<file path="src/rtl/hc_irq_pkg.sv">
package hc_irq_pkg;
  localparam int unsigned REG_W   = 32;
  localparam int unsigned BIT_WB  = 1;
  localparam int unsigned BIT_MIE = 31;
  localparam logic [REG_W-1:0] STAT_IMPL = 32'h4000_007F;
  localparam logic [REG_W-1:0] MASK_IMPL = 32'hC000_007F;

  typedef enum logic [1:0] {
    SEL_STAT = 2'd0,
    SEL_ENA  = 2'd1,
    SEL_DIS  = 2'd2,
    SEL_NONE = 2'd3
  } reg_sel_e;
endpackage

</file>
<file path="src/rtl/hc_irq_regs.sv">
module hc_irq_regs
  import hc_irq_pkg::*;
(
  input  logic             clk_i,
  input  logic             rst_ni,
  input  logic             wr_en_i,
  input  logic [1:0]       wr_sel_i,
  input  logic [REG_W-1:0] wr_data_i,
  input  logic [REG_W-1:0] evt_set_i,
  input  logic             wb_set_i,
  output logic [REG_W-1:0] stat_o,
  output logic [REG_W-1:0] mask_o
);
  logic [REG_W-1:0] stat_q, stat_d, mask_q, mask_d, clr_v, set_v;
  logic             stat_en, mask_en;

  always_comb begin
    clr_v = (wr_en_i && wr_sel_i == SEL_STAT) ? wr_data_i : '0;
    set_v = evt_set_i;
    set_v[BIT_WB] = set_v[BIT_WB] | wb_set_i;
    // events win over a clearing write in the same cycle
    stat_d  = ((stat_q & ~clr_v) | set_v) & STAT_IMPL;
    stat_en = (wr_en_i && wr_sel_i == SEL_STAT) || (|evt_set_i) || wb_set_i;
    mask_d  = mask_q;
    mask_en = 1'b0;
    if (wr_en_i && wr_sel_i == SEL_ENA) begin
      mask_d  = (mask_q | wr_data_i) & MASK_IMPL;
      mask_en = 1'b1;
    end else if (wr_en_i && wr_sel_i == SEL_DIS) begin
      mask_d  = mask_q & ~wr_data_i;
      mask_en = 1'b1;
    end
  end

  always_ff @(posedge clk_i or negedge rst_ni) begin
    if (!rst_ni) begin
      stat_q <= '0;
      mask_q <= REG_W'(1) << BIT_MIE;
    end else begin
      if (stat_en) stat_q <= stat_d;
      if (mask_en) mask_q <= mask_d;
    end
  end

  assign stat_o = stat_q;
  assign mask_o = mask_q;
endmodule

</file>
<file path="src/rtl/hc_done_delay.sv">
module hc_done_delay #(
  parameter int unsigned DLY_W = 3
) (
  input  logic             clk_i,
  input  logic             rst_ni,
  input  logic             frame_tick_i,
  input  logic             retire_i,
  input  logic [DLY_W-1:0] retire_dly_i,
  input  logic             wb_busy_i,
  input  logic             pend_now_i,
  output logic             fire_now_o,
  output logic             fire_o,
  output logic             pend_o
);
  localparam logic [DLY_W-1:0] IDLE = {DLY_W{1'b1}};

  logic [DLY_W-1:0] cnt_q, cnt_d, cnt_tick;
  logic             fire_q, pend_q, fire_now;

  always_comb begin
    fire_now = frame_tick_i && (cnt_q == '0) && !wb_busy_i;
    cnt_tick = cnt_q;
    if (fire_now)
      cnt_tick = IDLE;
    else if (frame_tick_i && cnt_q != IDLE && cnt_q != '0)
      cnt_tick = cnt_q - 1'b1;
    cnt_d = cnt_tick;
    if (retire_i && retire_dly_i < cnt_tick)
      cnt_d = retire_dly_i;
  end

  always_ff @(posedge clk_i or negedge rst_ni) begin
    if (!rst_ni) begin
      cnt_q  <= IDLE;
      fire_q <= 1'b0;
      pend_q <= 1'b0;
    end else begin
      if (frame_tick_i || retire_i) cnt_q <= cnt_d;
      fire_q <= fire_now;
      pend_q <= fire_now && pend_now_i;
    end
  end

  assign fire_now_o = fire_now;
  assign fire_o     = fire_q;
  assign pend_o     = pend_q;
endmodule

</file>
<file path="src/rtl/hc_irq_out.sv">
module hc_irq_out
  import hc_irq_pkg::*;
(
  input  logic [REG_W-1:0] stat_i,
  input  logic [REG_W-1:0] mask_i,
  output logic             pend_o,
  output logic             irq_o
);
  logic [REG_W-1:0] hit;
  always_comb begin
    hit    = stat_i & mask_i;
    pend_o = |hit;
    irq_o  = mask_i[BIT_MIE] && pend_o;
  end
endmodule

</file>
<file path="src/rtl/hc_irq_ctrl.sv">
module hc_irq_ctrl
  import hc_irq_pkg::*;
#(
  parameter int unsigned DLY_W = 3
) (
  input  logic             clk_i,
  input  logic             rst_ni,
  input  logic             wr_en_i,
  input  logic [1:0]       wr_sel_i,
  input  logic [31:0]      wr_data_i,
  input  logic [1:0]       rd_sel_i,
  output logic [31:0]      rd_data_o,
  input  logic [31:0]      evt_set_i,
  input  logic             frame_tick_i,
  input  logic             retire_i,
  input  logic [DLY_W-1:0] retire_dly_i,
  output logic             wb_fire_o,
  output logic             wb_pend_o,
  output logic             irq_o
);
  logic [REG_W-1:0] stat_q, mask_q;
  logic             fire_now, pend_any;

  hc_irq_regs i_regs (
    .clk_i     (clk_i),
    .rst_ni    (rst_ni),
    .wr_en_i   (wr_en_i),
    .wr_sel_i  (wr_sel_i),
    .wr_data_i (wr_data_i),
    .evt_set_i (evt_set_i),
    .wb_set_i  (fire_now),
    .stat_o    (stat_q),
    .mask_o    (mask_q)
  );

  hc_done_delay #(.DLY_W(DLY_W)) i_delay (
    .clk_i        (clk_i),
    .rst_ni       (rst_ni),
    .frame_tick_i (frame_tick_i),
    .retire_i     (retire_i),
    .retire_dly_i (retire_dly_i),
    .wb_busy_i    (stat_q[BIT_WB]),
    .pend_now_i   (pend_any),
    .fire_now_o   (fire_now),
    .fire_o       (wb_fire_o),
    .pend_o       (wb_pend_o)
  );

  hc_irq_out i_out (
    .stat_i (stat_q),
    .mask_i (mask_q),
    .pend_o (pend_any),
    .irq_o  (irq_o)
  );

  always_comb begin
    case (rd_sel_i)
      SEL_STAT:         rd_data_o = stat_q;
      SEL_ENA, SEL_DIS: rd_data_o = mask_q;
      default:          rd_data_o = '0;
    endcase
  end
endmodule

</file>
<file path="config.mk">
export PLATFORM = sky130hd
export DESIGN_NAME = hc_irq_ctrl
export DESIGN_NICKNAME = d
export VERILOG_FILES = /design/src/rtl/hc_irq_pkg.sv /design/src/rtl/hc_irq_regs.sv /design/src/rtl/hc_done_delay.sv /design/src/rtl/hc_irq_out.sv /design/src/rtl/hc_irq_ctrl.sv
export SDC_FILE = /design/constraint.sdc
export NUM_CORES = 1
export LEC_CHECK = 0
export ABC_AREA = 0
export BUFFER_PORTS_ARGS = -buffer_cell sky130_fd_sc_hd__buf_4
export CORE_MARGIN = 2
export CORE_UTILIZATION = 48
export CTS_BUF_LIST = sky130_fd_sc_hd__clkbuf_4
export DETAILED_ROUTE_END_ITERATION = 10
export PLACE_DENSITY = 0.9
export SYNTH_ARGS = -nofsm -noshare
export SYNTH_HDL_FRONTEND = slang
export SYNTH_SLANG_ARGS = --single-unit
</file>
<file path="constraint.sdc">
create_clock -name clk_i -period 2.7 [get_ports clk_i]
set_input_delay 0.54 -clock clk_i [delete_from_list [all_inputs] [get_ports clk_i]]
set_output_delay 0.54 -clock clk_i [all_outputs]
set_load 0.02 [all_outputs]
</file>
After elaboration in Yosys (flattened, before gate mapping)
Index checks and enable logic that the tools add are counted.
- register bits after elaboration: 45
- output and inout bits: 35
- magnitude comparators: 1
- bitwise operators: 8
- mux-type cells: 9
- add/sub/neg operators: 1
- reduce and logical (&&, ||, !) cells: 23
- equality and inequality tests: 5
- operators by type and width (operator ; count):
    32-bit two-way mux ; 2
    32-bit one-hot mux with 2 select lines ; 1
    32-bit OR reduction ; 2
    31-bit by 32-bit bitwise AND with 32-bit output ; 1
    32-bit bitwise AND ; 1
    32-bit inverter ; 1
    32-bit bitwise OR ; 1
    31-bit bitwise AND ; 1
    31-bit two-way mux ; 1
    31-bit inverter ; 1
    31-bit bitwise OR ; 1
    1-bit logical AND ; 10
    3-bit two-way mux ; 3
    2-bit by 1-bit equality test with 1-bit output, second input constant ; 2
    2-bit equality test, second input constant ; 2
    2-bit zero test ; 2
    3-bit zero test ; 1
    1-bit logical OR ; 3
    3-bit < comparator ; 1
    3-bit != test, second input constant ; 1
    3-bit nonzero test ; 1
    3-bit by 1-bit subtractor with 3-bit output, second input constant ; 1
    1-bit two-way mux ; 2
    2-bit AND reduction ; 1
    4 further kinds ; 4

Depth between registers and ports, before layout
Gate-level depths: netlist of the first run.
- word-level depth: 8
- depth in mapped cells: 10
- mapped depth without buffers: 10

By module
Synthesis of the first run repeated with hierarchy kept, for this count alone.
- cells, all modules: 303
- area total of the unflattened synthesis: 3011.6 um^2
- by module, submodules not included (module ; cells each ; sequential area each (um^2) ; area each (um^2) ; instances):
    hc_irq_regs ; 166 ; 1002.2 ; 1958.1 ; 1
    hc_irq_ctrl ; 77 ; 0.0 ; 489.2 ; 1
    hc_done_delay ; 38 ; 128.9 ; 372.9 ; 1
    hc_irq_out ; 22 ; 0.0 ; 191.4 ; 1

Worst setup path after synthesis of the first run
Ideal clock, no wire load.
- kind: flip-flop to flip-flop
- from: register i_delay.cnt_q[0]
- to: register i_delay.cnt_q[1]
- path slack: 610 ps
- stages on the path, launching flop included: 10
- arrival: 2015 ps
- clock period less this slack: 2090 ps
- library setup time: 75 ps
- path buffers: 0
- cell sequence: dfstp_2 -> inv_1 -> ha_1 -> nand2b_1 -> nor3b_2 -> o31ai_1 -> ha_1 -> o21ai_0 -> o21ai_2 -> mux2i_1
- RTL lines (item ; RTL line ; source):
    from (decl) ; hc_done_delay.sv:17 ; logic [DLY_W-1:0] cnt_q, cnt_d, cnt_tick;
    from (signal assigned) ; hc_done_delay.sv:38 ; if (frame_tick_i || retire_i) cnt_q <= cnt_d;
    3-bit zero test * ; hc_done_delay.sv:21 ; fire_now = frame_tick_i && (cnt_q == '0) && !wb_busy_i;
    1-bit logical AND * (2 in series) ; hc_done_delay.sv:21 ;
    net fire_now ; hc_irq_ctrl.sv:22 ; logic fire_now, pend_any;
    3-bit two-way mux * ; hc_done_delay.sv:23 ; if (fire_now)
    3-bit < comparator ; hc_done_delay.sv:28 ; if (retire_i && retire_dly_i < cnt_tick)
    1-bit logical AND ; hc_done_delay.sv:28 ;
    3-bit two-way mux * ; hc_done_delay.sv:28 ;
Mark *: on every way through the listed nets, which the timed path passes. The rest lies on a longest branch.
A chain may end at the register's enable or synchronous reset.

Final worst setup path of the first run
Ends and elaborated chain as after synthesis.

==> results of run 1 <==
-- area by class of cell --
cell class | instances | area [um2]
clock buffer | 6 | 45.0
clock inverter | 2 | 38.8
fill | 410 | 1620
inverter | 6 | 22.5
multi-input combinational | 180 | 1040
sequential | 45 | 1130
tap | 54 | 67.6
timing repair buffer | 89 | 668
-- critical path: stages (launching register included) --
cell	delay [ps]
dfstp_2	580
inv_1	60
ha_1	230
nand2b_1	140
nor3b_2	80
o31ai_1	350
ha_1	300
o21ai_0	260
o21ai_2	110
mux2i_1	170
-- stage by stage --
step,worst slack [ps],instances,total power [mW],utilization
after floorplan,610,245,1.06,-
after global placement,399,374,1.20,0.633
after detailed placement,359,374,1.22,0.633
after CTS,326,382,1.64,0.651
after global routing,117,382,1.73,0.651
final,347,382,1.63,0.651
-- logic make-up after synthesis --
kind of cell | after synthesis | share of synthesized area
buffers and inverters | 20 | 0.0430
muxes | 2 | 0.00883
DFF | 45 | 0.499
AOI/OAI and AO/OA | 71 | 0.185
and+or+nand+nor | 100 | 0.226
adders and majority gates | 7 | 0.0386
-- per-layer routing --
| layer | track usage | share of wire | vias up |
|---|---|---|---|
| met4 | 0.0741 | 0.0088 | 0 |
| met5 | 0 | 0 | - |
| met1 | 0.266 | 0.40 | 974 |
| met2 | 0.375 | 0.50 | 86 |
| li1 | - | - | 987 |
| met3 | 0.0718 | 0.087 | 6 |
-- placed cells by master (no fill, tap or decap), types with 2 or more instances in the layout --
cell type  netlist  final
buf_4            0     89
nand2_1         50     50
dfrtp_1         41     41
a21oi_1         34     34
and2_1          27     27
o21ai_0         12     12
a22oi_1         12     12
nor2_1           9      9
a21o_1           7      7
ha_1             7      7
inv_1            6      6
clkbuf_4         0      6
dfstp_2          4      4
a31oi_1          2      2
mux2i_1          2      2
-- worst paths after layout --
check                                     to  slack, ps
setup reg to reg            i_delay.cnt_q[1]        350
setup / recovery            i_delay.cnt_q[1]        350
hold reg to reg            i_regs.mask_o[22]        500
max in group asynchronous   i_delay.cnt_q[0]       2140
min in group clk_i         i_regs.mask_o[14]        320
hold / removal             i_regs.mask_o[12]        160
-- power groups by stage --
stage               combinational, mW  clock (mW)  sequential [mW]
floorplan                       0.285           0            0.771
global placement                0.425           0            0.776
detailed placement              0.440           0            0.779
CTS                             0.443       0.435            0.766
global route                    0.497       0.459            0.773
finish                          0.437       0.427            0.766
==> out/results.txt, run 1 <==
grt ovf -> 0
postcts setup bufs -> 0
die height -> 72.7 um
#FFs+latches synth -> 45
vias in the first global route -> 2068
top post-synthesis cells by count -> nand2_1 (50), dfrtp_1 (41), a21oi_1 (34)
Fin Setup TNS -> 0 ps
Setup Viol. Count Final -> 0
async set-or-reset flop fraction in the synthesized netlist -> 1.00
Max clock buf depth -> 2
sequential fraction of the synthesis area -> 0.499
router iterations before antenna repair -> 4
worst path arrival time -> 2620 ps
drt total wl -> 5440 um
DIE AREA -> 0.00529 mm2
core area -> 0.00463 mm2
Resized cells post-CTS -> 0
max_slew headroom -> 0.623
PD cells -> 541 mW/mm2
placer congestion estimate -> 0.746
Synth Area per Inst -> 9.26 um2
average wire per standard cell -> 14.2 um
top post-synthesis cells by area -> dfrtp_1 (45%), nand2_1 (8.3%), a21oi_1 (7.5%)
peak supply drop -> 0.454 mV
predominant post-synthesis flop cell -> dfrtp_1
CTS tree -> built
Syn Inst Count -> 245
crit share post-route -> 0.871
Fmax -> 425 MHz
status -> finished clean
RSZ-0062 raised after global routing -> false
Synth top area share -> 0.452
Root Driver -> clkbuf_4
DR DRC count -> 0
die width -> 72.7 um
Setup Skew -> 18.0 ps
sequential power share -> 0.470
post-synthesis cell area -> 0.00227 mm2
HP Class -> input port to async pin
final hold vios -> 0
clock sink total -> 45
critical path required time -> 2970 ps
Post-synth EDFFs -> 0
pin count of the biggest net entering global routing -> 46
switching pwr -> 0.487 mW
Area Overhead vs Synth -> 32.8%
# hold bufs at CTS -> 0
post-placement cell area -> 0.00293 mm2
post-layout min period -> 2350 ps
Syn Nets -> 328
detailed router's first-iteration violation count -> 191
Worst-path clk slew -> 140 ps
combinational power share -> 0.268
post-route antenna net violation count -> 0
synthesis warning total -> 0
switching part of the total -> 0.299
Synth cell types -> 35
fin nets -> 410
leakage power -> 1.51 nW
Critical R2R Launch -> i_delay.cnt_q[0]
Starting Density -> 0.490
global-route wire length before repair -> 9090 um
clock insertion delay at the later pin of the skew report -> 350 ps
gr usage total -> 0.221
CTS Buf Count -> 5
most instantiated library cell after synthesis -> nand2_1
CP max FO -> 4
layout cells sized above 1 -> 0.332
initial antenna violation count -> 0
Setup crit end kind -> register
FF-to-FF path depth -> 9
Port Buffers -> 86
design area -> 0.00301 mm2
row count -> 25
worst-margin pin slew -> 565 ps
Final HPWL DP -> 4070 um
WHS -> 163 ps
cell taking the most area after synthesis -> dfrtp_1
Cell Int Power -> 1.14 mW
Via-to-Cell Ratio -> 5.37
antenna cells -> 0
io pins -> 111
crit path launch -> i_delay.cnt_q[0]
max-slew violation count -> 0
CTS HTree Levels -> 2
vias -> 2053
Max-Cap Viols -> 0
clock power share -> 0.262
crit path launch type -> register
Crit Path Class -> register to register
(Power assumes the default switching activity.)
==> inputs of run 2 (changes only) <==
Settings changed: CAP_MARGIN set to 20, CORE_MARGIN 2 to 3.
==> out/results.txt, run 2 (synthesis results as in run 1) <==
status -> finished clean
crit share post-route -> 0.870
post-route antenna net violation count -> 0
Fin Setup TNS -> 0 ps
critical path required time -> 2970 ps
total power -> 1.53 mW
layout cells sized above 1 -> 0.329
Area Overhead vs Synth -> 31.5%
average wire per standard cell -> 14.5 um
clock sink total -> 45
Via-to-Cell Ratio -> 5.44
worst-margin pin slew -> 555 ps
Starting Density -> 0.510
worst path arrival time -> 2620 ps
crit path launch -> i_delay.cnt_q[0]
CP dominant cell by count -> ha_1
row count -> 24
leakage power -> 1.50 nW
postcts setup bufs -> 0
peak supply drop -> 0.265 mV
vias in the first global route -> 2140
Max stage delay on crit path -> 580 ps
CTS HTree Levels -> 2
wire length on met3 -> 461 um
Fmax -> 426 MHz
grt ovf -> 0
detailed router's first-iteration violation count -> 69
crit-path leading delay family -> compound AO/OA/AOI/OAI gates
max-slew violation count -> 0
Root Driver -> clkbuf_4
placer congestion estimate -> 0.826
PD cells -> 514 mW/mm2
antenna cells -> 0
Setup WS post-layout -> 352 ps
wl on met1 -> 2250 um
max_slew headroom -> 0.630
io pins -> 111
DIE AREA -> 0.00559 mm2
Worst-path clk slew -> 140 ps
CP max FO -> 4
final hold vios -> 0
Final HPWL DP -> 4090 um
post-layout min period -> 2350 ps
crit path buf inv count -> 1
most frequent cells in the layout -> buf_4 (89), nand2_1 (50), dfrtp_1 (41), a21oi_1 (34), and2_1 (27)
Non-Filler Instances -> 380
pin count of the biggest net entering global routing -> 46
die width -> 74.7 um
Max Used Layer -> met4
Critical R2R Launch -> i_delay.cnt_q[0]
WHS -> 149 ps
Worst path depth -> 9
# hold bufs at CTS -> 0
Setup Skew -> 20.9 ps
Crit Path Class -> register to register
Max-Cap Viols -> 0
DR DRC count -> 0
Max clock buf depth -> 2
Critical-path top delay cell -> dfstp_2
RSZ-0062 raised after global routing -> false
gr usage total -> 0.211
Placed Cells incl. Taps -> 372
core area -> 0.00444 mm2
CTS tree -> built
met2 WL post-DR -> 2710 um
Setup crit end kind -> register
CTS Buf Count -> 5
Fillers -> 365
die height -> 74.7 um
Port Buffers -> 86
crit path launch type -> register
initial antenna violation count -> 0
pre-CTS setup slack -> 393 ps
crit-path cells -> inv_1 > ha_1 > nand2b_1 > nor3b_2 > o31ai_1 > ha_1 > o21ai_0 > o21ai_2 > mux2i_1
vias -> 2069
global-route wire length before repair -> 8980 um
clock insertion delay at the later pin of the skew report -> 360 ps
router iterations before antenna repair -> 4
Setup Viol. Count Final -> 0
Resized cells post-CTS -> 0
drt total wl -> 5530 um
FF-to-FF path depth -> 9
HP Class -> input port to async pin
fin nets -> 410
commonest non-fill, non-tap cell in the layout -> buf_4
[run 2: final timing paths]
path / endpoint / slack [ps]
setup / recovery: i_delay.cnt_q[1] / 350
hold / removal: i_regs.mask_o[28] / 150
setup reg to reg: i_delay.cnt_q[1] / 350
hold reg to reg: i_regs.mask_o[11] / 500
max in group asynchronous: i_delay.cnt_q[1] / 2140
min in group clk_i: i_regs.mask_o[22] / 320
[run 2: metrics by stage]
stage	instance area, um2	utilization
3_3_place_gp	2930	0.659
5_1_grt	2980	0.671
6_report	2980	0.671
4_1_cts	2980	0.671
2_1_floorplan	2270	-
3_5_place_dp	2930	0.659
[run 2: power by group]
| part | internal, mW | switching, mW | total (mW) |
|---|---|---|---|
| clock network | 0.110 | 0.213 | 0.322 |
| logic | 0.206 | 0.237 | 0.443 |
| registers | 0.731 | 0.0381 | 0.769 |
[run 2: worst register-to-register path, stage by stage, from the launching register on]
cell and delay, ps:
dfstp_2 580, inv_1 60, ha_1 230, nand2b_1 140, nor3b_2 90, o31ai_1 340, ha_1 290, o21ai_0 270
o21ai_2 110, mux2i_1 170
[run 2: final cells by class]
class / instances / area, um2 / area share
clock buffer: 6 / 45.0 / 0.0151
clock inverter: 2 / 11.3 / 0.00378
inverter: 6 / 22.5 / 0.00755
multi-input combinational: 180 / 1040 / 0.349
sequential: 45 / 1130 / 0.379
tap: 52 / 65.1 / 0.0218
timing repair buffer: 89 / 668 / 0.224
[run 2: routing by layer]
metal,GRT usage,vias up
met5,0,-
met4,0.0830,0
met3,0.0708,11
met2,0.371,83
met1,0.235,985
li1,-,990
